## src/rtl/dbgseq_pkg.sv

```systemverilog
package dbgseq_pkg;

  localparam int ST_W = 3;

  typedef enum logic [ST_W-1:0] {
    ST_IDLE  = 3'd0,
    ST_ARM1  = 3'd1,
    ST_ARM2  = 3'd2,
    ST_ARM3  = 3'd3,
    ST_FINAL = 3'd4
  } dstate_t;

  typedef enum logic [2:0] {
    SRC_NONE  = 3'd0,
    SRC_COP   = 3'd1,
    SRC_IMM   = 3'd2,
    SRC_MATCH = 3'd3,
    SRC_TAG   = 3'd4,
    SRC_ARM   = 3'd5
  } src_t;

  // A next-state code is usable only when it names an existing state.
  function automatic logic code_ok(input logic [ST_W-1:0] c);
    return c <= ST_W'(ST_FINAL);
  endfunction

  function automatic logic code_is_final(input logic [ST_W-1:0] c);
    return c == ST_W'(ST_FINAL);
  endfunction

  // Sources that produce a pulse on the outputs.
  function automatic logic src_is_event(input src_t s);
    return (s == SRC_COP) || (s == SRC_IMM) || (s == SRC_MATCH) || (s == SRC_TAG);
  endfunction

endpackage

```

## src/rtl/dbgseq_arb.sv

```systemverilog
module dbgseq_arb
  import dbgseq_pkg::*;
#(
  parameter int NUM_CH = 4,
  localparam int CH_W  = (NUM_CH > 1) ? $clog2(NUM_CH) : 1,
  localparam int VEC_W = NUM_CH + 3
) (
  input  dstate_t                   cur,
  input  logic                      arm,
  input  logic                      cop_req,
  input  logic                      cop_en,
  input  logic                      imm_req,
  input  logic [NUM_CH-1:0]         match,
  input  logic                      tag,
  input  logic                      range_mode,
  input  logic [NUM_CH*ST_W-1:0]    nxt_codes,
  output src_t                      src,
  output logic [VEC_W-1:0]          win_vec,
  output logic [CH_W-1:0]           win_ch,
  output dstate_t                   target,
  output logic                      move,
  output logic                      to_final,
  output logic [NUM_CH-1:0]         m_live
);

  logic                 armed;
  logic                 cop_go;
  logic [ST_W-1:0]      code   [NUM_CH];
  logic [NUM_CH-1:0]    m_eff;
  logic [NUM_CH-1:0]    fin_hit;
  logic [NUM_CH-1:0]    pool;
  logic [ST_W-1:0]      sel_code;

  assign armed  = (cur != ST_IDLE);
  assign cop_go = cop_req & cop_en;

  function automatic logic [CH_W-1:0] lowest(input logic [NUM_CH-1:0] v);
    logic [CH_W-1:0] r;
    r = '0;
    for (int i = NUM_CH - 1; i >= 0; i--) begin
      if (v[i]) r = CH_W'(i);
    end
    return r;
  endfunction

  for (genvar c = 0; c < NUM_CH; c++) begin : g_ch
    assign code[c] = nxt_codes[c*ST_W +: ST_W];
    if (c == 2) begin : g_range
      // channel 2 is the upper bound of the range with channel 0
      assign m_eff[c] = match[c] & ~(range_mode & match[0]);
    end else begin : g_plain
      assign m_eff[c] = match[c];
    end
    assign m_live[c]  = m_eff[c] & armed;
    assign fin_hit[c] = m_live[c] & code_is_final(code[c]);
  end

  always_comb begin
    pool     = (|fin_hit) ? fin_hit : m_live;
    win_ch   = lowest(pool);
    sel_code = code[win_ch];
    src      = SRC_NONE;
    win_vec  = '0;
    target   = cur;
    move     = 1'b0;
    to_final = 1'b0;
    if (cop_go) begin
      src        = SRC_COP;
      win_vec[0] = 1'b1;
      target     = ST_IDLE;
      move       = 1'b1;
    end else if (imm_req) begin
      src        = SRC_IMM;
      win_vec[1] = 1'b1;
      target     = ST_FINAL;
      move       = 1'b1;
    end else if (|m_live) begin
      src                     = SRC_MATCH;
      win_vec[int'(win_ch)+2] = 1'b1;
      if (code_ok(sel_code)) begin
        target   = dstate_t'(sel_code);
        move     = 1'b1;
        to_final = code_is_final(sel_code);
      end
    end else if (tag && armed) begin
      src              = SRC_TAG;
      win_vec[VEC_W-1] = 1'b1;
      target           = ST_IDLE;
      move             = 1'b1;
    end else if (arm && !armed) begin
      src    = SRC_ARM;
      target = ST_ARM1;
      move   = 1'b1;
    end
  end

endmodule

```

## src/rtl/dbgseq_fsm.sv

```systemverilog
module dbgseq_fsm
  import dbgseq_pkg::*;
(
  input  logic    clk,
  input  logic    rst,
  input  logic    move,
  input  dstate_t target,
  output dstate_t cur
);

  always_ff @(posedge clk) begin
    if (rst)       cur <= ST_IDLE;
    else if (move) cur <= target;
  end

  p_hold_without_move_r9: assert property (@(posedge clk) disable iff (rst)
    !move |=> $stable(cur))
    else $error("state changed without a winning source");

  p_state_legal_r10: assert property (@(posedge clk) disable iff (rst)
    cur <= ST_FINAL)
    else $error("state left the legal range");

endmodule

```

## src/rtl/dbgseq_pulse.sv

```systemverilog
module dbgseq_pulse
  import dbgseq_pkg::*;
(
  input  logic clk,
  input  logic rst,
  input  src_t src,
  input  logic to_final,
  input  logic bkpt_en,
  input  logic bdm_sel,
  output logic cpu_bkpt,
  output logic cop_brk,
  output logic bdm_mode,
  output logic trace_stop
);

  logic cpu_nxt;
  logic cop_nxt;
  logic trace_nxt;

  always_comb begin
    cpu_nxt   = (src == SRC_COP) || (src == SRC_IMM) ||
                (bkpt_en && ((src == SRC_TAG) || ((src == SRC_MATCH) && to_final)));
    cop_nxt   = (src == SRC_IMM);
    trace_nxt = (src == SRC_COP) || (src == SRC_TAG);
  end

  always_ff @(posedge clk) begin
    if (rst) begin
      cpu_bkpt   <= 1'b0;
      cop_brk    <= 1'b0;
      bdm_mode   <= 1'b0;
      trace_stop <= 1'b0;
    end else begin
      cpu_bkpt   <= cpu_nxt;
      cop_brk    <= cop_nxt;
      bdm_mode   <= cpu_nxt & bdm_sel;
      trace_stop <= trace_nxt;
    end
  end

  p_cop_with_cpu_r3: assert property (@(posedge clk) disable iff (rst)
    cop_brk |-> cpu_bkpt)
    else $error("coprocessor breakpoint without CPU breakpoint");

  p_mode_with_bkpt_r2: assert property (@(posedge clk) disable iff (rst)
    bdm_mode |-> cpu_bkpt)
    else $error("mode select raised without a breakpoint");

endmodule

```

## src/rtl/dbgseq_top.sv

```systemverilog
module dbgseq_top
  import dbgseq_pkg::*;
#(
  parameter int NUM_CH = 4,
  localparam int CH_W  = (NUM_CH > 1) ? $clog2(NUM_CH) : 1,
  localparam int VEC_W = NUM_CH + 3
) (
  input  logic                   clk,
  input  logic                   rst,
  input  logic                   arm,
  input  logic                   cop_req,
  input  logic                   cop_en,
  input  logic                   bdm_sel,
  input  logic                   imm_trig,
  input  logic [NUM_CH-1:0]      match,
  input  logic                   ext_tag,
  input  logic                   range_mode,
  input  logic [NUM_CH*ST_W-1:0] nxt_codes,
  input  logic                   bkpt_en,
  output logic [ST_W-1:0]        state,
  output logic                   cpu_bkpt,
  output logic                   cop_brk,
  output logic                   bdm_mode,
  output logic                   trace_stop
);

  dstate_t             cur;
  dstate_t             target;
  src_t                src;
  logic [VEC_W-1:0]    win_vec;
  logic [CH_W-1:0]     win_ch;
  logic                move;
  logic                to_final;
  logic [NUM_CH-1:0]   m_live;
  logic                cop_go;
  logic                armed;

  assign cop_go = cop_req & cop_en;
  assign armed  = (cur != ST_IDLE);
  assign state  = cur;

  dbgseq_arb #(.NUM_CH(NUM_CH)) u_arb (
    .cur        (cur),
    .arm        (arm),
    .cop_req    (cop_req),
    .cop_en     (cop_en),
    .imm_req    (imm_trig),
    .match      (match),
    .tag        (ext_tag),
    .range_mode (range_mode),
    .nxt_codes  (nxt_codes),
    .src        (src),
    .win_vec    (win_vec),
    .win_ch     (win_ch),
    .target     (target),
    .move       (move),
    .to_final   (to_final),
    .m_live     (m_live)
  );

  dbgseq_fsm u_fsm (
    .clk    (clk),
    .rst    (rst),
    .move   (move),
    .target (target),
    .cur    (cur)
  );

  dbgseq_pulse u_pulse (
    .clk        (clk),
    .rst        (rst),
    .src        (src),
    .to_final   (to_final),
    .bkpt_en    (bkpt_en),
    .bdm_sel    (bdm_sel),
    .cpu_bkpt   (cpu_bkpt),
    .cop_brk    (cop_brk),
    .bdm_mode   (bdm_mode),
    .trace_stop (trace_stop)
  );

  p_one_winner_r1: assert property (@(posedge clk) disable iff (rst)
    $onehot0(win_vec))
    else $error("more than one trigger source won");

  p_cop_effect_r2: assert property (@(posedge clk) disable iff (rst)
    cop_go |=> (cur == ST_IDLE) && cpu_bkpt && trace_stop)
    else $error("coprocessor breakpoint did not disarm");

  p_imm_effect_r3: assert property (@(posedge clk) disable iff (rst)
    (imm_trig && !cop_go) |=> (cur == ST_FINAL) && cpu_bkpt && cop_brk)
    else $error("immediate trigger did not reach final");

  p_range_suppress_r7: assert property (@(posedge clk) disable iff (rst)
    (range_mode && match[0] && armed) |-> !win_vec[4])
    else $error("channel 2 won against channel 0 in range mode");

  p_trace_disarms_r8: assert property (@(posedge clk) disable iff (rst)
    trace_stop |-> (cur == ST_IDLE))
    else $error("trace stop without disarm");

  p_idle_ignores_r9: assert property (@(posedge clk) disable iff (rst)
    !armed |-> (m_live == '0))
    else $error("match acted while disarmed");

  p_pulse_clear_r11: assert property (@(posedge clk) disable iff (rst)
    !src_is_event(src) |=> !cpu_bkpt && !cop_brk && !trace_stop)
    else $error("pulse without an event");

endmodule

```

## config.mk

```make
export PLATFORM = sky130hd
export DESIGN_NAME = dbgseq_top
export DESIGN_NICKNAME = d
export VERILOG_FILES = /design/src/rtl/dbgseq_pkg.sv /design/src/rtl/dbgseq_arb.sv /design/src/rtl/dbgseq_fsm.sv /design/src/rtl/dbgseq_pulse.sv /design/src/rtl/dbgseq_top.sv
export SDC_FILE = /design/constraint.sdc
export NUM_CORES = 1
export LEC_CHECK = 0
export BUFFER_PORTS_ARGS = -buffer_cell sky130_fd_sc_hd__buf_2
export CORE_ASPECT_RATIO = 0.75
export CORE_MARGIN = 5
export CORE_UTILIZATION = 45
export CTS_CLUSTER_SIZE = 16
export DETAILED_ROUTE_END_ITERATION = 10
export GPL_ROUTABILITY_DRIVEN = 0
export PLACE_DENSITY_LB_ADDON = 0.05
export SYNTH_ARGS = -nofsm -noshare
export SYNTH_HDL_FRONTEND = slang
export SYNTH_SLANG_ARGS = --single-unit
```

## constraint.sdc

```tcl
create_clock -name clk -period 6.2 [get_ports clk]
set_input_delay 0.93 -clock clk [delete_from_list [all_inputs] [get_ports clk]]
set_output_delay 0.93 -clock clk [all_outputs]
set_load 0.02 [all_outputs]
```

==> summary.md, run 1 <==
The flow ran to the end, and the final reports show no timing, DRC or antenna violations. The share of cells above drive strength 1 is 35.29%, and the number of iterations in the first detailed-routing pass is 4. Reported leakage power: 0.4745 nW.

The tools report the total I/O pin count as 33. The critical path goes through buf_2 > nor3b_1 > nand4_2 > a31oi_1 > o22ai_2 > or2_4 > or3b_1 > a31oi_4 > mux2_4. Across all hold checks on the routed design, the worst slack comes to 0.5157 ns.

In the synthesized netlist the dominant register cell turns out to be sky130_fd_sc_hd__dfxtp_1. For the cell area after layout, the log shows 1022 um^2. Clock sink count: 7.

The slowest library cell on the worst path is sky130_fd_sc_hd__or3b_1. The internal power of the cells totals 0.1182 mW. The average detailed-routed wire length per instance came out at 14.81 um. Of all flip-flops after synthesis, the portion carrying an async set or reset was 0%. The die covers 2794 um^2. Of the total synthesized cell area, the portion taken by full adders, half adders and majority gates is 0%. The number of antenna diodes in the final layout is 0. The layout overhead on the synthesized area is 24.16%, and the required time of the critical path is 6.34 ns.

The clock network is responsible for 20.5% of the overall power. When the netlist entered floorplanning its net count stood at 128. The effective utilization at floorplan is 47.30%, and the compound-gate portion of the synthesized area is 37.54%. The tool flagged a number of max-cap violations equal to 0. The die is 59.39 um wide.

The logs give 169 for the number of filler cells placed in the layout and 0 for the number of setup violations in the final report. TritonCTS built the clock tree. The run gives 877 as the number of global-route vias before repair. Kind of path behind the tightest hold check: register to register.

Overall overflow remaining after global route: 0. Setup repair after global routing left no endpoint under its margin. The worst path in the final design needs a cycle of 3.218 ns, including I/O delays and setup. After detailed routing, the number of remaining DRC violations is 0.

For the worst-skew pair, the clock arrives at the later sink with an insertion delay of 0.25 ns. Clock-pin slew was measured on the worst setup and hold paths at 0.05 ns. The average instance in the mapped netlist occupies 8.071 um^2.

Synthesis handed over a netlist of 102 instances. The initial DRC count was 37. Global routing used 18.43% of the available tracks. Summed over all failing endpoints, the final setup total negative slack is 0 ns. The worst-case vdd ir drop is 0.0001093 V. The highest net fanout along the worst path came out at 7. The worst setup path is captured at a register. The flip-flop and latch count after synthesis was 7; the combinational share of power was 54.1%. The cell sitting at the root of the clock tree is a sky130_fd_sc_hd__clkbuf_4. For the total count of max-transition violations in the final report, the log shows 0.

For the maximum buffer depth of the clock tree, the log shows 2. Category of the worst setup path launch point: an input port. Entering global routing, the biggest net connects 11 pins. Leaving out fill and tap cells, the most frequent cell in the layout is sky130_fd_sc_hd__buf_2.

Post-CTS setup-driven buffer insertion count: 0. The number of hold violations in the final report was 0. The first global-routing pass estimated 3850 um of wire.

The share of synthesized area occupied by flip-flops and latches is 17.02%, and the area of the placeable core is 1740 um^2. The logs give 1 for the H-tree depth reported by CTS and 823.3 um^2 for the total standard cell area after synthesis. For the final database, setup skew stands at 0.001396 ns.

Registers are responsible for 25.3% of the overall power. From bottom edge to top edge, the die measures 47.05 um. Dividing total power by cell area gives a power density of 198.0 nW/um^2.

The worst-case headroom to the max-slew limit was 54.26%; the total of cells resized after clock tree synthesis was 0. Net switching is 41.60% of the power. The run gives 13 as the cell row count. The run gives 996.0 um^2 as the post-placement cell area. The class of the most critical setup path was input port to register. The Yosys step of the flow raised 0 warnings. The biggest cell delay along the critical path works out to 0.42 ns. After synthesis, the largest family of logic cells by area is compound AO/OA/AOI/OAI gates. The tools report the number of nets in the layout as 163. Detailed placement finished with a half-perimeter wire length of 1933 um.

The via density per instance is 6.158, and the maximum clock frequency is 310.7 MHz. The count of buffers added on input and output ports is 32. The transition time of the tightest slew-check pin was 0.6809 ns. The number of synthesized flops with an enable pin was 0; the simple-gate share of the synthesized area was 34.35%. The routed layout has 973 vias.

The logs give 2340 um for the sum of routed wire length over all layers and 52 for the count of cell types in the netlist. The initial antenna violation count was 0; the share of the clock period used by the worst path after layout was 51.91%. Of the total synthesized cell area, the portion taken by XOR and XNOR cells is 0%. The net switching power was 0.08420 mW. The fraction of synthesized area in multiplexers was 7.903%; the arrival time reported for the critical path endpoint was 3.36 ns. In the layout the commonest cells are sky130_fd_sc_hd__buf_2 (32), sky130_fd_sc_hd__nand2_1 (9), sky130_fd_sc_hd__nor2_1 (9). In this run, CTS created clock tree buffers numbering 3. The count of nets left with antenna violations once routing finished came out at 0.

Buffers inserted to repair hold after CTS numbered 0.
## cell families after synthesis
kind of cell | Yosys count
AND/OR/NAND/NOR | 46
AO/OA/AOI/OAI | 38
flip-flops | 7
multiplexers | 6
buffers and inverters | 5
## sequential cells by signal, indices dropped and copies added (netlist names)
name                cells
u_fsm.cur               3
u_pulse.bdm_mode        1
u_pulse.cop_brk         1
u_pulse.cpu_bkpt        1
u_pulse.trace_stop      1
## worst max-delay path, delay by kind of cell
family | cells | cell delay, ns
compound gates | 3 | 0.78
simple gates | 4 | 1.22
buf+inv | 1 | 0.11
mux | 1 | 0.31
## synthesized netlist by cell type (all sizes together), types with 2 or more instances
cell type,count,area share (%)
a31o,2,2.1
a22o,2,3.3
nor2,9,4.1
or2,3,2.6
a31oi,5,5.6
o21ai,9,5.5
nand2b,2,1.5
nand4,2,2.3
mux2i,5,6.1
nand3,2,1.2
nand2,10,4.9
nor3,2,1.2
inv,3,1.4
a211oi,2,3.3
dfxtp,7,17
a21oi,4,2.4
a22oi,3,3.3
and4bb,3,4.6
o211ai,2,1.8
or3,3,2.3
## through the flow
stage	utilization, %	total power [mW]	instances	setup slack (ns)
after global routing	58.73	0.2187	158	2.814
after CTS	58.73	0.2027	158	2.988
after global placement	57.23	0.1598	154	2.769
after floorplan	-	0.1335	102	3.016
final	58.73	0.2024	158	2.982
after detailed placement	57.23	0.1598	154	2.717
## cell type report
class                           count  area, um^2  area share [%]
Clock buffer                        4       26.28           2.570
Sequential cell                     7       140.1           13.71
Multi-Input combinational cell     90       656.9           64.26
Inverter                            3       11.26           1.102
Tap cell                           22       27.53           2.693
Timing Repair Buffer               32       160.2           15.67
## power groups by stage
stage | Clock [mW] | Combinational [mW] | Sequential [mW]
3_5_place_dp | 0 | 0.108 | 0.0522
4_1_cts | 0.0433 | 0.108 | 0.0513
6_report | 0.0416 | 0.110 | 0.0513
3_3_place_gp | 0 | 0.108 | 0.0521
2_1_floorplan | 0 | 0.0762 | 0.0573
5_1_grt | 0.0457 | 0.121 | 0.0517
## final timing paths
| path | start | endpoint | slack, ns | depth (start not counted) |
|---|---|---|---|---|
| worst max-delay path | nxt_codes[6] | u_fsm.cur[1] | 2.98 | 9 |
| worst min-delay path | u_fsm.cur[2] | u_fsm.cur[2] | 0.52 | 2 |
| worst max register to register | u_fsm.cur[2] | u_fsm.cur[1] | 3.20 | 8 |
| worst min register to register | u_fsm.cur[2] | u_fsm.cur[2] | 0.52 | 2 |
## per-layer routing
metal / share of wire [%] / wire (um) / up-vias / track usage [%]
met5: 0 / 0 / - / 0
met4: 0 / 0 / 0 / 2.715
met3: 11 / 264 / 0 / 5.495
met2: 39 / 924 / 56 / 26.58
met1: 49 / 1151 / 445 / 27.32
li1: - / - / 472 / -
No activity file was read; power rests on OpenSTA's default activity.
==> run 2: changes to the inputs <==
==> constraint.sdc (replaced) <==
create_clock -name clk -period 3.15 [get_ports clk]
set_input_delay 0.4725 -clock clk [delete_from_list [all_inputs] [get_ports clk]]
set_output_delay 0.4725 -clock clk [all_outputs]
set_load 0.02 [all_outputs]
==> run 2 against run 1 <==
  * Clock power up 93%
  * Hold slack worse by 0.023 ns
  * Die area is the same
==> summary.md, run 2 (synthesis results as in run 1) <==
After detailed routing, the total wire length is 2356 um. The register with the most flip-flops in the layout has 3 of them. Category of the worst setup path launch point: a register. The largest net degree at the start of global routing is 11. The most frequent standard cell in the layout excluding fill and tap cells was sky130_fd_sc_hd__buf_2.

For this run, the top clock speed supported by timing is 359.7 MHz. The detailed router placed 952 vias in this run. In this run, the number of DRC markers left after iteration 0 of detailed routing was 56. The multi-input logic area is 661.9 um^2, and the post-placement cell area is 1003 um^2. In this run the remaining antenna-violating nets after routing total 0. The average detailed-routed wire length per instance is 14.82 um. The number of global-route vias before repair is 827, and the area of the die is 2794 um^2.

TritonCTS built the clock tree. The initial antenna violation count was 0. Clock latency on the worst-skew pair, taken at its later pin, is 0.25 ns.

Global routing consumed, over all layers together, 17.73% of the routing resources. The vertical die dimension was 47.05 um. The worst hold path terminates at u_pulse.bdm_mode.

IR analysis of the VDD net gives a maximum drop of 0.0002232 V. The library cells used most frequently in the layout, excluding fill and tap cells, are sky130_fd_sc_hd__buf_2 (32), sky130_fd_sc_hd__nand2_1 (9), sky130_fd_sc_hd__nor2_1 (9). During I/O placement, the number of pins put on the boundary was 33.

For this design the static power due to leakage is 0.4785 nW. The layout has 163 filler cells. The wire length of the first global-routing pass is 3691 um, and the clock tree skew after final layout is 0.005578 ns. The logs give 0 for the total count of max-transition violations in the final report and 0 for the residual DRC count. For the H-tree depth reported by CTS, the log shows 1. The run gives 140.1 um^2 as the sequential cell area. The cell row count was 13; the number of port buffers was 32. The worst hold path passes through 2 cells.

Number of setup violations in the final report: 0. The sort of element at the end of the critical path was a register. The start point of the critical path was u_fsm.cur[0].

The launch point of the worst hold path was bdm_sel. In this run the power density over the cells is 391.9 nW/um^2. Number of hold violations in the final report: 0. The run finished with clean final reports.

The run gives 1930 um as the half-perimeter wire length after detailed placement. Cells with a size suffix above 1 make up 36.50% of the layout. The worst hold path belongs to the class input port to register. The tightest hold path in the finished design has a slack of 0.4924 ns. The via density per instance was 5.987.

Clock tree synthesis found a total of 7 sinks. The setup check on the worst reg-to-reg path leaves a slack of 0.37 ns. The maximum buffer depth of the clock tree was 2; the required time of the critical path was 3.28 ns. The depth of the most critical reg-to-reg path was 8; the area of the placeable core was 1740 um^2. The worst-case headroom to the max-slew limit is 50.72%, and the number of iterations in the first detailed-routing pass is 4. Clock-pin slew was measured on the worst setup and hold paths at 0.05 ns. The class of the most critical setup path was register to register.

The total clock buffers created by CTS was 3. The number of nets in the layout was 164. Setup repair after global routing left no endpoint under its margin. The layout overhead on the synthesized area is 25.68%.

The post-CTS setup-driven buffer insertion count was 0. The tools report the startpoint of the worst register-to-register path as u_fsm.cur[0]. Summed over all failing endpoints, the final setup total negative slack is 0 ns.

After routing the design area is 1035 um^2. The effective utilization at floorplan is 47.30%, and the max-cap violation count is 0. The overall overflow remaining after global route is 0.

Register ranked first by flip-flop count: u_fsm.cur. The destination of the worst register-to-register timing path is u_fsm.cur[1]. STA puts the critical path data arrival time at 2.91 ns. The die outline width was 59.39 um; the post-route minimum period was 2.780 ns.

The library cell used as clock root buffer was sky130_fd_sc_hd__clkbuf_4. In this run the worst path has a maximum fanout of 10. After layout, the worst path uses 88.25% of the clock period.

Antenna cell count: 0. The transition time of the tightest slew-check pin came out at 0.7296 ns.
-- run 2: cell types whose count changed in the layout (fill, tap and decap cells not counted) --
cell and delta:
sky130_fd_sc_hd__or3_1 -1, sky130_fd_sc_hd__buf_4 +1, sky130_fd_sc_hd__or3_4 +1
-- run 2: worst max-delay path: stages, from the launching register on --
cell,delay (ns)
sky130_fd_sc_hd__dfxtp_1,0.32
sky130_fd_sc_hd__or3_4,0.47
sky130_fd_sc_hd__a211oi_4,0.36
sky130_fd_sc_hd__a22oi_2,0.16
sky130_fd_sc_hd__o21ai_0,0.26
sky130_fd_sc_hd__mux2i_1,0.13
sky130_fd_sc_hd__or3b_1,0.40
sky130_fd_sc_hd__a31oi_4,0.25
sky130_fd_sc_hd__mux2_4,0.31
-- run 2: timing repair --
action	in CTS	in global routing
setup endpoints to repair	0	1
resized for setup	0	1
hold buffers	0	0
-- run 2: per-layer routing --
layer / part of all wire, % / GRT usage [%] / up-vias
met3: 13 / 5.769 / 0
met5: 0 / 0 / -
li1: - / - / 474
met2: 38 / 23.31 / 54
met4: 0 / 4.072 / 0
met1: 49 / 27.15 / 424
-- run 2: how the worst max path moves through the flow --
| stage | to | depth (start not counted) |
|---|---|---|
| after floorplan | u_fsm.cur[1] | 9 |
| after global placement | u_fsm.cur[1] | 9 |
| after detailed placement | u_fsm.cur[1] | 9 |
| after CTS | u_fsm.cur[1] | 8 |
| after global routing | u_fsm.cur[1] | 8 |
| final | u_fsm.cur[1] | 8 |
-- run 2: power by group --
group	internal, mW	switching (mW)	leakage [nW]
logic	0.0945	0.129	0.406
registers	0.0968	0.00452	0.0577
clock network	0.0483	0.0320	0.0150
-- run 2: through the flow --
step	power [mW]	util [%]	setup slack, ns	instances
6_report	0.4055	59.45	0.3701	159
5_1_grt	0.4383	59.45	0.2236	159
4_1_cts	0.4041	59.17	0.1710	159
3_5_place_dp	0.3201	57.66	0.1514	155
3_3_place_gp	0.3191	57.66	0.1990	155
2_1_floorplan	0.2628	-	0.3955	102
-- run 2: layout make-up --
| cell class | count | share of cell area, % |
|---|---|---|
| multi-input combinational | 90 | 63.97 |
| timing repair buffer | 33 | 16.20 |
| sequential | 7 | 13.54 |
| tap | 22 | 2.660 |
| clock buffer | 4 | 2.539 |
| inverter | 3 | 1.088 |
